**src/rtl/tlb_pkg.sv**
```systemverilog
package tlb_pkg;
  // slot word layout: {pfn, attr, dirty, valid}
  localparam int ATTR_W       = 3;
  localparam int SLOT_V_BIT   = 0;
  localparam int SLOT_D_BIT   = 1;
  localparam int SLOT_ATTR_LO = 2;
  localparam int SLOT_FLAGS_W = ATTR_W + 2;
  // left shift applied to page-pair number and mask on readback
  localparam int HI_SHIFT     = 11;
endpackage

```
**src/rtl/tlb_store.sv**
```systemverilog
module tlb_store #(
  parameter int N      = 16,
  parameter int VPN_W  = 19,
  parameter int ASID_W = 8,
  parameter int SLOT_W = 25,
  localparam int IDX_W = $clog2(N)
) (
  input  logic              clk,
  input  logic              rst_n,
  input  logic              flush,
  input  logic              wr_ok,
  input  logic [IDX_W-1:0]  wr_pos,
  input  logic [VPN_W-1:0]  wr_vpn,
  input  logic [ASID_W-1:0] wr_asid,
  input  logic [VPN_W-1:0]  wr_mask,
  input  logic              wr_glb,
  input  logic [SLOT_W-1:0] wr_slot0,
  input  logic [SLOT_W-1:0] wr_slot1,
  output logic [VPN_W-1:0]  e_vpn   [N],
  output logic [ASID_W-1:0] e_asid  [N],
  output logic [VPN_W-1:0]  e_mask  [N],
  output logic [N-1:0]      e_glb,
  output logic [SLOT_W-1:0] e_slot0 [N],
  output logic [SLOT_W-1:0] e_slot1 [N],
  output logic [N-1:0]      e_live
);
  import tlb_pkg::*;

  logic [N-1:0] ent_en;
  logic [N-1:0] ent_clr;

  // per-entry clock enables
  always_comb begin
    for (int i = 0; i < N; i++) begin
      ent_clr[i] = flush;
      ent_en[i]  = flush || (wr_ok && (wr_pos == IDX_W'(i)));
    end
  end

  always_ff @(posedge clk or negedge rst_n) begin
    if (!rst_n) begin
      for (int i = 0; i < N; i++) begin
        e_vpn[i]   <= '0;
        e_asid[i]  <= '0;
        e_mask[i]  <= '0;
        e_glb[i]   <= 1'b0;
        e_slot0[i] <= '0;
        e_slot1[i] <= '0;
      end
    end else begin
      for (int i = 0; i < N; i++) begin
        if (ent_en[i]) begin
          e_vpn[i]   <= ent_clr[i] ? '0   : wr_vpn;
          e_asid[i]  <= ent_clr[i] ? '0   : wr_asid;
          e_mask[i]  <= ent_clr[i] ? '0   : wr_mask;
          e_glb[i]   <= ent_clr[i] ? 1'b0 : wr_glb;
          e_slot0[i] <= ent_clr[i] ? '0   : wr_slot0;
          e_slot1[i] <= ent_clr[i] ? '0   : wr_slot1;
        end
      end
    end
  end

  always_comb begin
    for (int i = 0; i < N; i++)
      e_live[i] = e_slot0[i][SLOT_V_BIT] | e_slot1[i][SLOT_V_BIT];
  end
endmodule

```
**src/rtl/tlb_match.sv**
```systemverilog
module tlb_match #(
  parameter int N      = 16,
  parameter int VPN_W  = 19,
  parameter int ASID_W = 8
) (
  input  logic [VPN_W-1:0]  q_vpn,
  input  logic [ASID_W-1:0] q_asid,
  input  logic [VPN_W-1:0]  e_vpn  [N],
  input  logic [ASID_W-1:0] e_asid [N],
  input  logic [VPN_W-1:0]  e_mask [N],
  input  logic [N-1:0]      e_glb,
  input  logic [N-1:0]      e_live,
  output logic [N-1:0]      hits
);
  for (genvar g = 0; g < N; g++) begin : g_cmp
    logic vpn_eq;
    logic tag_ok;
    assign vpn_eq  = ((q_vpn ^ e_vpn[g]) & ~e_mask[g]) == '0;
    assign tag_ok  = e_glb[g] || (q_asid == e_asid[g]);
    assign hits[g] = e_live[g] && vpn_eq && tag_ok;
  end
endmodule

```
**src/rtl/tlb_prio_enc.sv**
```systemverilog
module tlb_prio_enc #(
  parameter int N      = 16,
  localparam int IDX_W = $clog2(N)
) (
  input  logic [N-1:0]     hits,
  output logic             any,
  output logic [IDX_W-1:0] idx
);
  always_comb begin
    any = |hits;
    idx = '0;
    for (int i = N - 1; i >= 0; i--)
      if (hits[i]) idx = IDX_W'(i);
  end
endmodule

```
**src/rtl/tlb_rr_ptr.sv**
```systemverilog
module tlb_rr_ptr #(
  parameter int N      = 16,
  localparam int IDX_W = $clog2(N)
) (
  input  logic             clk,
  input  logic             rst_n,
  input  logic             flush,
  input  logic             adv,
  output logic [IDX_W-1:0] ptr
);
  localparam logic [IDX_W-1:0] LAST = IDX_W'(N - 1);

  logic [IDX_W-1:0] ptr_nxt;
  logic             ptr_en;

  always_comb begin
    ptr_en  = flush || adv;
    ptr_nxt = ptr;
    if (flush)            ptr_nxt = '0;
    else if (ptr == LAST) ptr_nxt = '0;
    else                  ptr_nxt = ptr + IDX_W'(1);
  end

  always_ff @(posedge clk or negedge rst_n) begin
    if (!rst_n)      ptr <= '0;
    else if (ptr_en) ptr <= ptr_nxt;
  end
endmodule

```
**src/rtl/tlb_assoc.sv**
```systemverilog
module tlb_assoc #(
  parameter int N          = 16,
  parameter int VA_W       = 32,
  parameter int PAGE_SHIFT = 12,
  parameter int ASID_W     = 8,
  parameter int PFN_W      = 20,
  parameter logic [VA_W-1:0] UNC_PAT = 32'hA000_0000,
  localparam int IDX_W  = $clog2(N),
  localparam int PIDX_W = IDX_W + 1,
  localparam int VPN_W  = VA_W - PAGE_SHIFT - 1,
  localparam int HI_W   = VPN_W + tlb_pkg::HI_SHIFT,
  localparam int LO_W   = PFN_W + tlb_pkg::SLOT_FLAGS_W + 1
) (
  input  logic              clk,
  input  logic              rst_n,
  input  logic [VA_W-1:0]   lk_va,
  input  logic [ASID_W-1:0] lk_asid,
  output logic              lk_hit,
  output logic [IDX_W-1:0]  lk_idx,
  output logic [PFN_W-1:0]  lk_pfn,
  output logic [2:0]        lk_attr,
  output logic              lk_dirty,
  output logic              lk_valid,
  output logic              lk_uncached,
  input  logic [VPN_W-1:0]  pr_vpn,
  input  logic [ASID_W-1:0] pr_asid,
  output logic [PIDX_W-1:0] pr_idx,
  input  logic              wr_en,
  input  logic [PIDX_W-1:0] wr_idx,
  input  logic [VPN_W-1:0]  wr_vpn,
  input  logic [ASID_W-1:0] wr_asid,
  input  logic [VPN_W-1:0]  wr_mask,
  input  logic              wr_global,
  input  logic [PFN_W-1:0]  wr_pfn0,
  input  logic [2:0]        wr_attr0,
  input  logic              wr_dirty0,
  input  logic              wr_valid0,
  input  logic [PFN_W-1:0]  wr_pfn1,
  input  logic [2:0]        wr_attr1,
  input  logic              wr_dirty1,
  input  logic              wr_valid1,
  output logic              wr_warn,
  input  logic [IDX_W-1:0]  rd_idx,
  input  logic              rd_use_ptr,
  input  logic              rd_advance,
  output logic [HI_W-1:0]   rd_hi,
  output logic [LO_W-1:0]   rd_lo0,
  output logic [LO_W-1:0]   rd_lo1,
  output logic [HI_W-1:0]   rd_mask_word,
  output logic [IDX_W-1:0]  rplc_ptr,
  input  logic              flush
);
  import tlb_pkg::*;

  localparam int SLOT_W = PFN_W + SLOT_FLAGS_W;
  localparam logic [PIDX_W-1:0] N_P = PIDX_W'(N);

  logic [VPN_W-1:0]  e_vpn   [N];
  logic [ASID_W-1:0] e_asid  [N];
  logic [VPN_W-1:0]  e_mask  [N];
  logic [N-1:0]      e_glb;
  logic [SLOT_W-1:0] e_slot0 [N];
  logic [SLOT_W-1:0] e_slot1 [N];
  logic [N-1:0]      e_live;

  // write path
  logic wr_in_range, wr_ok, warn_nxt;
  logic [SLOT_W-1:0] wr_slot0, wr_slot1;

  assign wr_in_range = wr_idx < N_P;
  assign wr_ok       = wr_en && wr_in_range && !flush;
  assign wr_slot0    = {wr_pfn0, wr_attr0, wr_dirty0, wr_valid0};
  assign wr_slot1    = {wr_pfn1, wr_attr1, wr_dirty1, wr_valid1};

  tlb_store #(.N(N), .VPN_W(VPN_W), .ASID_W(ASID_W), .SLOT_W(SLOT_W)) i_store (
    .clk(clk), .rst_n(rst_n), .flush(flush), .wr_ok(wr_ok),
    .wr_pos(wr_idx[IDX_W-1:0]), .wr_vpn(wr_vpn), .wr_asid(wr_asid),
    .wr_mask(wr_mask), .wr_glb(wr_global), .wr_slot0(wr_slot0), .wr_slot1(wr_slot1),
    .e_vpn(e_vpn), .e_asid(e_asid), .e_mask(e_mask), .e_glb(e_glb),
    .e_slot0(e_slot0), .e_slot1(e_slot1), .e_live(e_live)
  );

  always_comb warn_nxt = wr_en && !wr_in_range;

  always_ff @(posedge clk or negedge rst_n) begin
    if (!rst_n) wr_warn <= 1'b0;
    else        wr_warn <= warn_nxt;
  end

  // lookup and probe comparator arrays
  logic [VPN_W-1:0] lk_vpn;
  logic             lk_odd;
  logic [N-1:0]     lk_hits, pr_hits;
  logic             pr_any;
  logic [IDX_W-1:0] pr_win;

  assign lk_vpn = lk_va[VA_W-1 -: VPN_W];
  assign lk_odd = lk_va[PAGE_SHIFT];

  tlb_match #(.N(N), .VPN_W(VPN_W), .ASID_W(ASID_W)) i_lk_match (
    .q_vpn(lk_vpn), .q_asid(lk_asid), .e_vpn(e_vpn), .e_asid(e_asid),
    .e_mask(e_mask), .e_glb(e_glb), .e_live(e_live), .hits(lk_hits)
  );
  tlb_match #(.N(N), .VPN_W(VPN_W), .ASID_W(ASID_W)) i_pr_match (
    .q_vpn(pr_vpn), .q_asid(pr_asid), .e_vpn(e_vpn), .e_asid(e_asid),
    .e_mask(e_mask), .e_glb(e_glb), .e_live(e_live), .hits(pr_hits)
  );
  tlb_prio_enc #(.N(N)) i_lk_enc (.hits(lk_hits), .any(lk_hit), .idx(lk_idx));
  tlb_prio_enc #(.N(N)) i_pr_enc (.hits(pr_hits), .any(pr_any), .idx(pr_win));

  assign pr_idx = pr_any ? {1'b0, pr_win} : '1;

  // slot selection for the lookup result
  logic [SLOT_W-1:0] lk_slot;
  always_comb begin
    lk_slot = '0;
    if (lk_hit) lk_slot = lk_odd ? e_slot1[lk_idx] : e_slot0[lk_idx];
  end
  assign lk_pfn      = lk_slot[SLOT_W-1 -: PFN_W];
  assign lk_attr     = lk_slot[SLOT_ATTR_LO +: ATTR_W];
  assign lk_dirty    = lk_slot[SLOT_D_BIT];
  assign lk_valid    = lk_slot[SLOT_V_BIT];
  assign lk_uncached = (lk_va & UNC_PAT) == UNC_PAT;

  // replacement pointer and read port
  tlb_rr_ptr #(.N(N)) i_ptr (
    .clk(clk), .rst_n(rst_n), .flush(flush),
    .adv(rd_use_ptr && rd_advance), .ptr(rplc_ptr)
  );

  logic [IDX_W-1:0] rd_sel;
  assign rd_sel       = rd_use_ptr ? rplc_ptr : rd_idx;
  assign rd_hi        = {e_vpn[rd_sel], {(HI_SHIFT-ASID_W){1'b0}}, e_asid[rd_sel]};
  assign rd_lo0       = {e_slot0[rd_sel], e_glb[rd_sel]};
  assign rd_lo1       = {e_slot1[rd_sel], e_glb[rd_sel]};
  assign rd_mask_word = {e_mask[rd_sel], {HI_SHIFT{1'b0}}};
endmodule

```
**config.mk**
```make
export PLATFORM = sky130hd
export DESIGN_NAME = tlb_assoc
export DESIGN_NICKNAME = d
export VERILOG_FILES = /design/src/rtl/tlb_pkg.sv /design/src/rtl/tlb_store.sv /design/src/rtl/tlb_match.sv /design/src/rtl/tlb_prio_enc.sv /design/src/rtl/tlb_rr_ptr.sv /design/src/rtl/tlb_assoc.sv
export SDC_FILE = /design/constraint.sdc
export NUM_CORES = 2
export LEC_CHECK = 0
export BUFFER_PORTS_ARGS = -buffer_cell sky130_fd_sc_hd__buf_2
export CAP_MARGIN = 20
export CORE_MARGIN = 2
export CORE_UTILIZATION = 47
export CTS_CLUSTER_SIZE = 16
export DETAILED_ROUTE_END_ITERATION = 12
export PLACE_DENSITY = 0.7
export SYNTH_ARGS = -nofsm -noshare
export SYNTH_HDL_FRONTEND = slang
export SYNTH_SLANG_ARGS = --single-unit
```
**constraint.sdc**
```tcl
create_clock -name clk -period 3.38 [get_ports clk]
set_clock_uncertainty 0.05 [all_clocks]
set_input_delay 0.169 -clock clk [delete_from_list [all_inputs] [get_ports clk]]
set_output_delay 0.169 -clock clk [all_outputs]
set_load 0.02 [all_outputs]
```
# [Word level (Yosys, flattened, before mapping)]
# Cells that the tools add are included.
[totals] ff_bits=1557 in_bits=179 output_inout_bits=153 wordCells=487
[classes] n_addsub=1 order_cmp=4 eq_ne=49 n_mux=67 n_bitwise=98 n_reduce_logical=170
[ops] operator="AND 19 bit" n=32
[ops] operator="logical NOT 19 bit" n=32
[ops] operator="bitwise XOR 19 bit" n=32
[ops] operator="binary-select mux 25 bit (select 4 bit)" n=4
[ops] operator="inverter 19 bit" n=16
[ops] operator="two-way mux 25 bit" n=12
[ops] operator="== test 8 bit" n=32
[ops] operator="binary-select mux 19 bit (select 4 bit)" n=2
[ops] operator="two-way mux 4 bit" n=35
[ops] operator="two-way mux 19 bit" n=6
[ops] operator="logical AND 1 bit" n=84
[ops] operator="logical OR 1 bit" n=49
[ops] operator="== test 4 bit (second input constant)" n=9
[ops] operator="binary-select mux 8 bit (select 4 bit)" n=1
[ops] operator="OR reduction 16 bit" n=2
[ops] operator="two-way mux 8 bit" n=3
[ops] operator="== test 4 x 3 -> 1 bit (second input constant)" n=4
[ops] operator="bitwise OR 1 bit" n=16
[ops] operator="greater-or-equal comparator 5 bit (second input constant)" n=2
[ops] operator="inverter 4 -> 5 bit" n=2
[ops] operator="== test 4 x 2 -> 1 bit (second input constant)" n=2
[ops] operator="less-than comparator 4 x 5 -> 1 bit (second input constant)" n=1
[ops] operator="less-than comparator 5 bit (second input constant)" n=1
[ops] operator="two-way mux 5 bit" n=1
[ops] operator="7 further kinds" n=9

# [Longest topological paths before layout]
[logic_depth] word_depth=27 ltp_mapped=18 mapped_depth_nobuf=13

# [Hierarchy]
# From an unflattened synthesis, not the netlist that was laid out.
[unflattened] cells_unflattened=8342 area_unflattened_um2=97508.5
[by_module_without_submodules] module="tlb_store" instances=1 cells_each=5343 area_per_inst_um2=67579.8 seq_area_each_um2=38837.2
[by_module_without_submodules] module="tlb_assoc" instances=1 cells_each=1336 area_per_inst_um2=17745.8 seq_area_each_um2=25.0
[by_module_without_submodules] module="tlb_match" instances=2 cells_each=788 area_per_inst_um2=5819.3 seq_area_each_um2=0.0
[by_module_without_submodules] module="tlb_prio_enc" instances=2 cells_each=34 area_per_inst_um2=176.4 seq_area_each_um2=0.0
[by_module_without_submodules] module="tlb_rr_ptr" instances=1 cells_each=19 area_per_inst_um2=191.4 seq_area_each_um2=100.1

# [Worst setup path after synthesis]
# Ideal clock, no wire load.
[synth_timing] path_type="input to output" startpoint="input lk_asid[1]" endpoint="output lk_pfn[9]" arrival_time_ps=3289 required_ps=3161 slack_ps=-128 stages=16 path_cell_list="buf_4 buf_4 xor2_1 nor4_1 a41o_1 nand4_1 nand4_1 o21bai_2 a21boi_1 and2_1 buf_2 nor2b_1 buf_2 a31oi_1 nand4_1 nor4_1"
[synth_via] elab_chain_cells=25 elab_cells_between_ends=74 cone_classes="16 x eq/ne; 24 x mux; 1 x bitwise; 33 x reduce/logical"
[synth_lines] element="start, declared" line_no="tlb_assoc.sv:17" text="input logic [ASID_W-1:0] lk_asid,"
[synth_lines] element="== test 8 bit" line_no="tlb_match.sv:19" text="assign tag_ok = e_glb[g] || (q_asid == e_asid[g]);"
[synth_lines] element="logical OR 1 bit" line_no="tlb_match.sv:19"
[synth_lines] element="logical AND 1 bit" line_no="tlb_match.sv:20" text="assign hits[g] = e_live[g] && vpn_eq && tag_ok;"
[synth_lines] element="two-way mux 4 bit (15 in series)" line_no="tlb_prio_enc.sv:13" text="if (hits[i]) idx = IDX_W'(i);"
[synth_lines] element="two-way mux 4 bit *" line_no="tlb_prio_enc.sv:13"
[synth_lines] element="via lk_idx[2]" line_no="tlb_assoc.sv:19" text="output logic [IDX_W-1:0] lk_idx,"
[synth_lines] element="inverter 4 -> 5 bit (implied by the code) *" line_no="tlb_assoc.sv:117" text="if (lk_hit) lk_slot = lk_odd ? e_slot1[lk_idx] : e_slot0[lk_idx];"
[synth_lines] element="binary-select mux 25 bit (select 4 bit)" line_no="tlb_assoc.sv:117"
[synth_lines] element="two-way mux 25 bit (implied by the code) (2 in series)" line_no="tlb_assoc.sv:117"
[synth_lines] element="two-way mux 25 bit * (2 in series)" line_no="tlb_assoc.sv:117"
[synth_lines] element="end, declared" line_no="tlb_assoc.sv:20" text="output logic [PFN_W-1:0] lk_pfn,"
# The timed path passes the listed nets; every way through them passes the cells marked *. The select of a mux whose other input is x is not followed.

# [Worst setup path in the final report]
[layout_timing] startpoint="register i_store.e_vpn[97] in the netlist's numbering" endpoint="output lk_pfn[4]"
[layout_via] elab_chain_cells=22 elab_cells_between_ends=26 cone_classes="19 x mux; 3 x bitwise; 4 x reduce/logical"
[layout_lines] element="start, declared" line_no="tlb_store.sv:19" text="output logic [VPN_W-1:0] e_vpn [N],"
[layout_lines] element="start signal, assigned by index" line_no="tlb_store.sv:53" text="e_vpn[i] <= ent_clr[i] ? '0 : wr_vpn;"
[layout_lines] element="bitwise XOR 19 bit *" line_no="tlb_match.sv:18" text="assign vpn_eq = ((q_vpn ^ e_vpn[g]) & ~e_mask[g]) == '0;"
[layout_lines] element="AND 19 bit *" line_no="tlb_match.sv:18"
[layout_lines] element="logical NOT 19 bit *" line_no="tlb_match.sv:18"
[layout_lines] element="logical AND 1 bit * (2 in series)" line_no="tlb_match.sv:20"
[layout_lines] element="two-way mux 4 bit (11 in series)" line_no="tlb_prio_enc.sv:13"
[layout_lines] element="inverter 4 -> 5 bit (implied by the code)" line_no="tlb_assoc.sv:117"
[layout_lines] element="binary-select mux 25 bit (select 4 bit)" line_no="tlb_assoc.sv:117"
[layout_lines] element="two-way mux 25 bit (implied by the code) (2 in series)" line_no="tlb_assoc.sv:117"
[layout_lines] element="two-way mux 25 bit" line_no="tlb_assoc.sv:117"
[layout_lines] element="two-way mux 25 bit *" line_no="tlb_assoc.sv:117"
# Every way passes the cells marked *; elsewhere a longest branch is shown, timed or not. The select of a mux whose other input is x is not followed.

==> results.md <==
- Startpoint types: flop
- Worst hold slack: approximately 0.053 ns
- Leading cell type in the layout, fill and taps excluded: nand2_1
- Post-route cell area: 0.128 mm²
- Period utilization: 159%
- Hpwl dp: roughly 370 mm
- Switching pwr: 13.5 mW
- Routed WL per cell: around 37 µm
- RSZ-0062 raised after global routing: true
- Worst setup EP type: output pin
- Async SR Flop Fraction: 100%
- Vias in the first global route: 99,100
- Die W: 450 µm
- Clock Path Buffers: 3
- Htree depth: 4
- Required @ worst endpoint: 3.16 ns
- Slew Viols, Final: 0
- Initial antenna violation count: 39
- Min cycle time layout: around 5.4 ns
- Clock sink count: 1,557
- Final wirelength: 561 mm
- DRC Markers: 0
- #FFs+latches synth: 1,557
- Placement Cell Area: around 0.11 mm²
- Setup TNS: -76.91 ns
- CTS clk-pin slew, worst paths: 0.06 ns
- Final setup viols: 133
- Crit-path max FO: 6
- Number of DRC markers in iteration 0: about 17,000
- Commonest non-fill, non-tap cells in the layout: nand2_1 (3,732), buf_4 (1,651), dfrtp_1 (1,538)
- Number of CTS-inserted buffers: 184
- Chip height: 450 µm
- P_int: 33.7 mW
- Post-synth EDFFs: 0
- Synth Instances: 10,900
- Final Hold Vio Count: 0
- Via count: a little over 100k
- Pleak: 51.8 nW
- Initial core utilization: about 47%
- PwrDens: 369 mW/mm²
- Worst-Skew Late Latency: 0.88 ns
- # port buffers: slightly above 300
- Vias per cell: ~6.7
- Max-cap violations: 0
- Max-slew headroom: between 5 and 6%
- First-pass GRT wire length: 771 mm
- Register area share after synthesis: 41.8%
- Sw Share: 28.5%
- Boundary pin count: around 330
- GR Util All Layers: approximately 54%
- Fmax: around 190 MHz
- Status: finished, violations left
- DRT Pass-1 Iters: 9
- CTS root buf: clkbuf_16
- Top_reg_cell synth: dfrtp_1
- Nets: 12,700
- Sequential share of power: 39.9%
- CTS tree: done
- Critical path arrival: 5.16 ns
- Cell area after synthesis: 0.0933 mm²
- Remaining Overflow, GRT: 0
- Num rows: 163
- Failing checks: setup timing
- Worst slew pin tran: 1.41 ns
- Number of distinct library cells after synthesis: 70
- Full die area: 0.202 mm²
- Layout cells sized above 1: 30.1%
- VDD IR max: approximately 0.00058 V
- Clock share of power: a little under half
- Core area: ~0.20 mm²
- Syn avg cell area: 8.56 µm²
- Routed Antenna Nets: 0
- Routability cong.: roughly 1.1
- Largest net degree at the start of global routing: 258
- Hold crit path type: in2reg
- Place WS: -2.46 ns
- PnR worst setup slack: -2.00 ns
- Setup CP Type: reg2out
- Area Growth Syn to Fin: 36.8%
- Combinational Power Share: 14.2%
- YS warnings: 0
[stage by stage]
| step | power [mW] | cells | utilization, % |
|---|---|---|---|
| 3_5_place_dp | 24.5 | 14600 | 55.6 |
| 2_1_floorplan | 21.6 | 10900 | - |
| 4_1_cts | 46.7 | 15200 | 63.4 |
| 6_report | 47.2 | 15300 | 64.7 |
| 3_3_place_gp | 24.4 | 14600 | 55.6 |
| 5_1_grt | 47.9 | 15300 | 64.7 |
[path summary, 6_finish.rpt]
path | cells past startpoint | endpoint | slack, ns | from
hold / removal | 3 | wr_warn | 0.05 | wr_en
min in group asynchronous | 3 | i_store.e_slot0[160] | 0.10 | rst_n
hold reg to reg | 2 | i_store.e_slot0[376] | 0.49 | i_store.e_slot0[376]
setup / recovery | 19 | lk_pfn[4] | -2.00 | i_store.e_vpn[97]
max in group asynchronous | 4 | i_store.e_mask[102] | 2.40 | rst_n
setup reg to reg | 7 | i_ptr.ptr[1] | 0.93 | i_ptr.ptr[1]
[cell families after synthesis]
logic type               count (synthesis)  share of synthesized area, %
adder cells (fa/ha/maj)                  1                        0.0134
AND/OR/NAND/NOR                       4728                          21.3
AO/OA/AOI/OAI                         2137                          13.0
XOR/XNOR                               865                          8.13
other                                    1                       0.00402
multiplexers                           522                          10.8
buffers and inverters                 1092                          5.00
flip-flops                            1557                          41.8
[timing repair]
action / CTS / global route
endpoints found under the hold margin: 2208 / 0
endpoints found under the setup margin: 133 / 133
gates resized for setup: 1166 / 378
hold buffers: 106 / 0
cloned: 33 / 11
buffers inserted: 197 / 89
pin swaps: 268 / 236
[flip-flops by register name, indices dropped and copies added (netlist names)]
register / flops
i_store.e_slot0: 400
i_store.e_slot1: 400
i_store.e_mask: 304
i_store.e_vpn: 304
i_store.e_asid: 128
i_store.e_glb: 16
i_ptr.ptr: 4
wr_warn: 1
[routing by layer]
| layer | global-route usage, % | vias to the layer above | wire (µm) | part of all wire, % |
|---|---|---|---|---|
| li1 | - | 40400 | - | - |
| met1 | 61.8 | 49300 | 181000 | 32 |
| met2 | 78.2 | 9105 | 234000 | 42 |
| met3 | 16.3 | 3106 | 70400 | 13 |
| met4 | 56.5 | 18 | 75000 | 13 |
| met5 | 0 | - | 151 | 0.027 |
[power by group through the flow]
stage / combinational [mW] / sequential, mW / clock [mW]
after floorplan: 2.44 / 19.1 / 0
after global placement: 5.31 / 19.1 / 0
after detailed placement: 5.33 / 19.1 / 0
after CTS: 6.26 / 18.8 / 21.6
after global routing: 6.72 / 18.8 / 22.4
final: 6.68 / 18.8 / 21.7
[worst max-delay path: stages, from the launching register on]
cell and delay [ns]:
dfrtp_1 0.41, xnor2_2 0.21, o22ai_1 0.14, buf_4 0.21
nor4_1 0.30, buf_4 0.24, nand4_1 0.21, o211ai_1 0.22
a211o_1 0.19, and2_4 0.29, inv_12 0.10, buf_8 0.15
buf_12 0.12, buf_4 0.15, mux2i_4 0.20, a22oi_2 0.17
nand4_1 0.27, nor4_4 0.38, buf_4 0.19, buf_6 0.11
[Yosys cell counts, types with 95 or more instances]
master / count / share of area (%)
and2_1: 104 / 0.70
clkbuf_1: 845 / 3.4
xnor2_1: 775 / 7.3
nand3b_1: 201 / 1.6
a211oi_1: 97 / 0.78
a21oi_1: 1327 / 7.1
nand2_1: 3819 / 15
mux2i_1: 132 / 1.4
mux4_2: 388 / 9.4
nor2_1: 113 / 0.45
nor4_1: 97 / 0.65
a32oi_1: 95 / 0.89
nand3_1: 168 / 0.90
o22ai_1: 334 / 2.2
dfrtp_1: 1557 / 42
a31oi_1: 145 / 0.97
[cell type report]
class,count,area (µm²)
repair inverters,1,16.3
clock buffers,272,5520
fillers,15900,69600
diodes,26,65.1
well taps,2640,3300
clock inverters,69,972
repair buffers,2480,23500
multi-input cells,8269,55200
flip-flops and latches,1557,39000
inverters,7,42.5
Power figures use the tool's default switching activity.
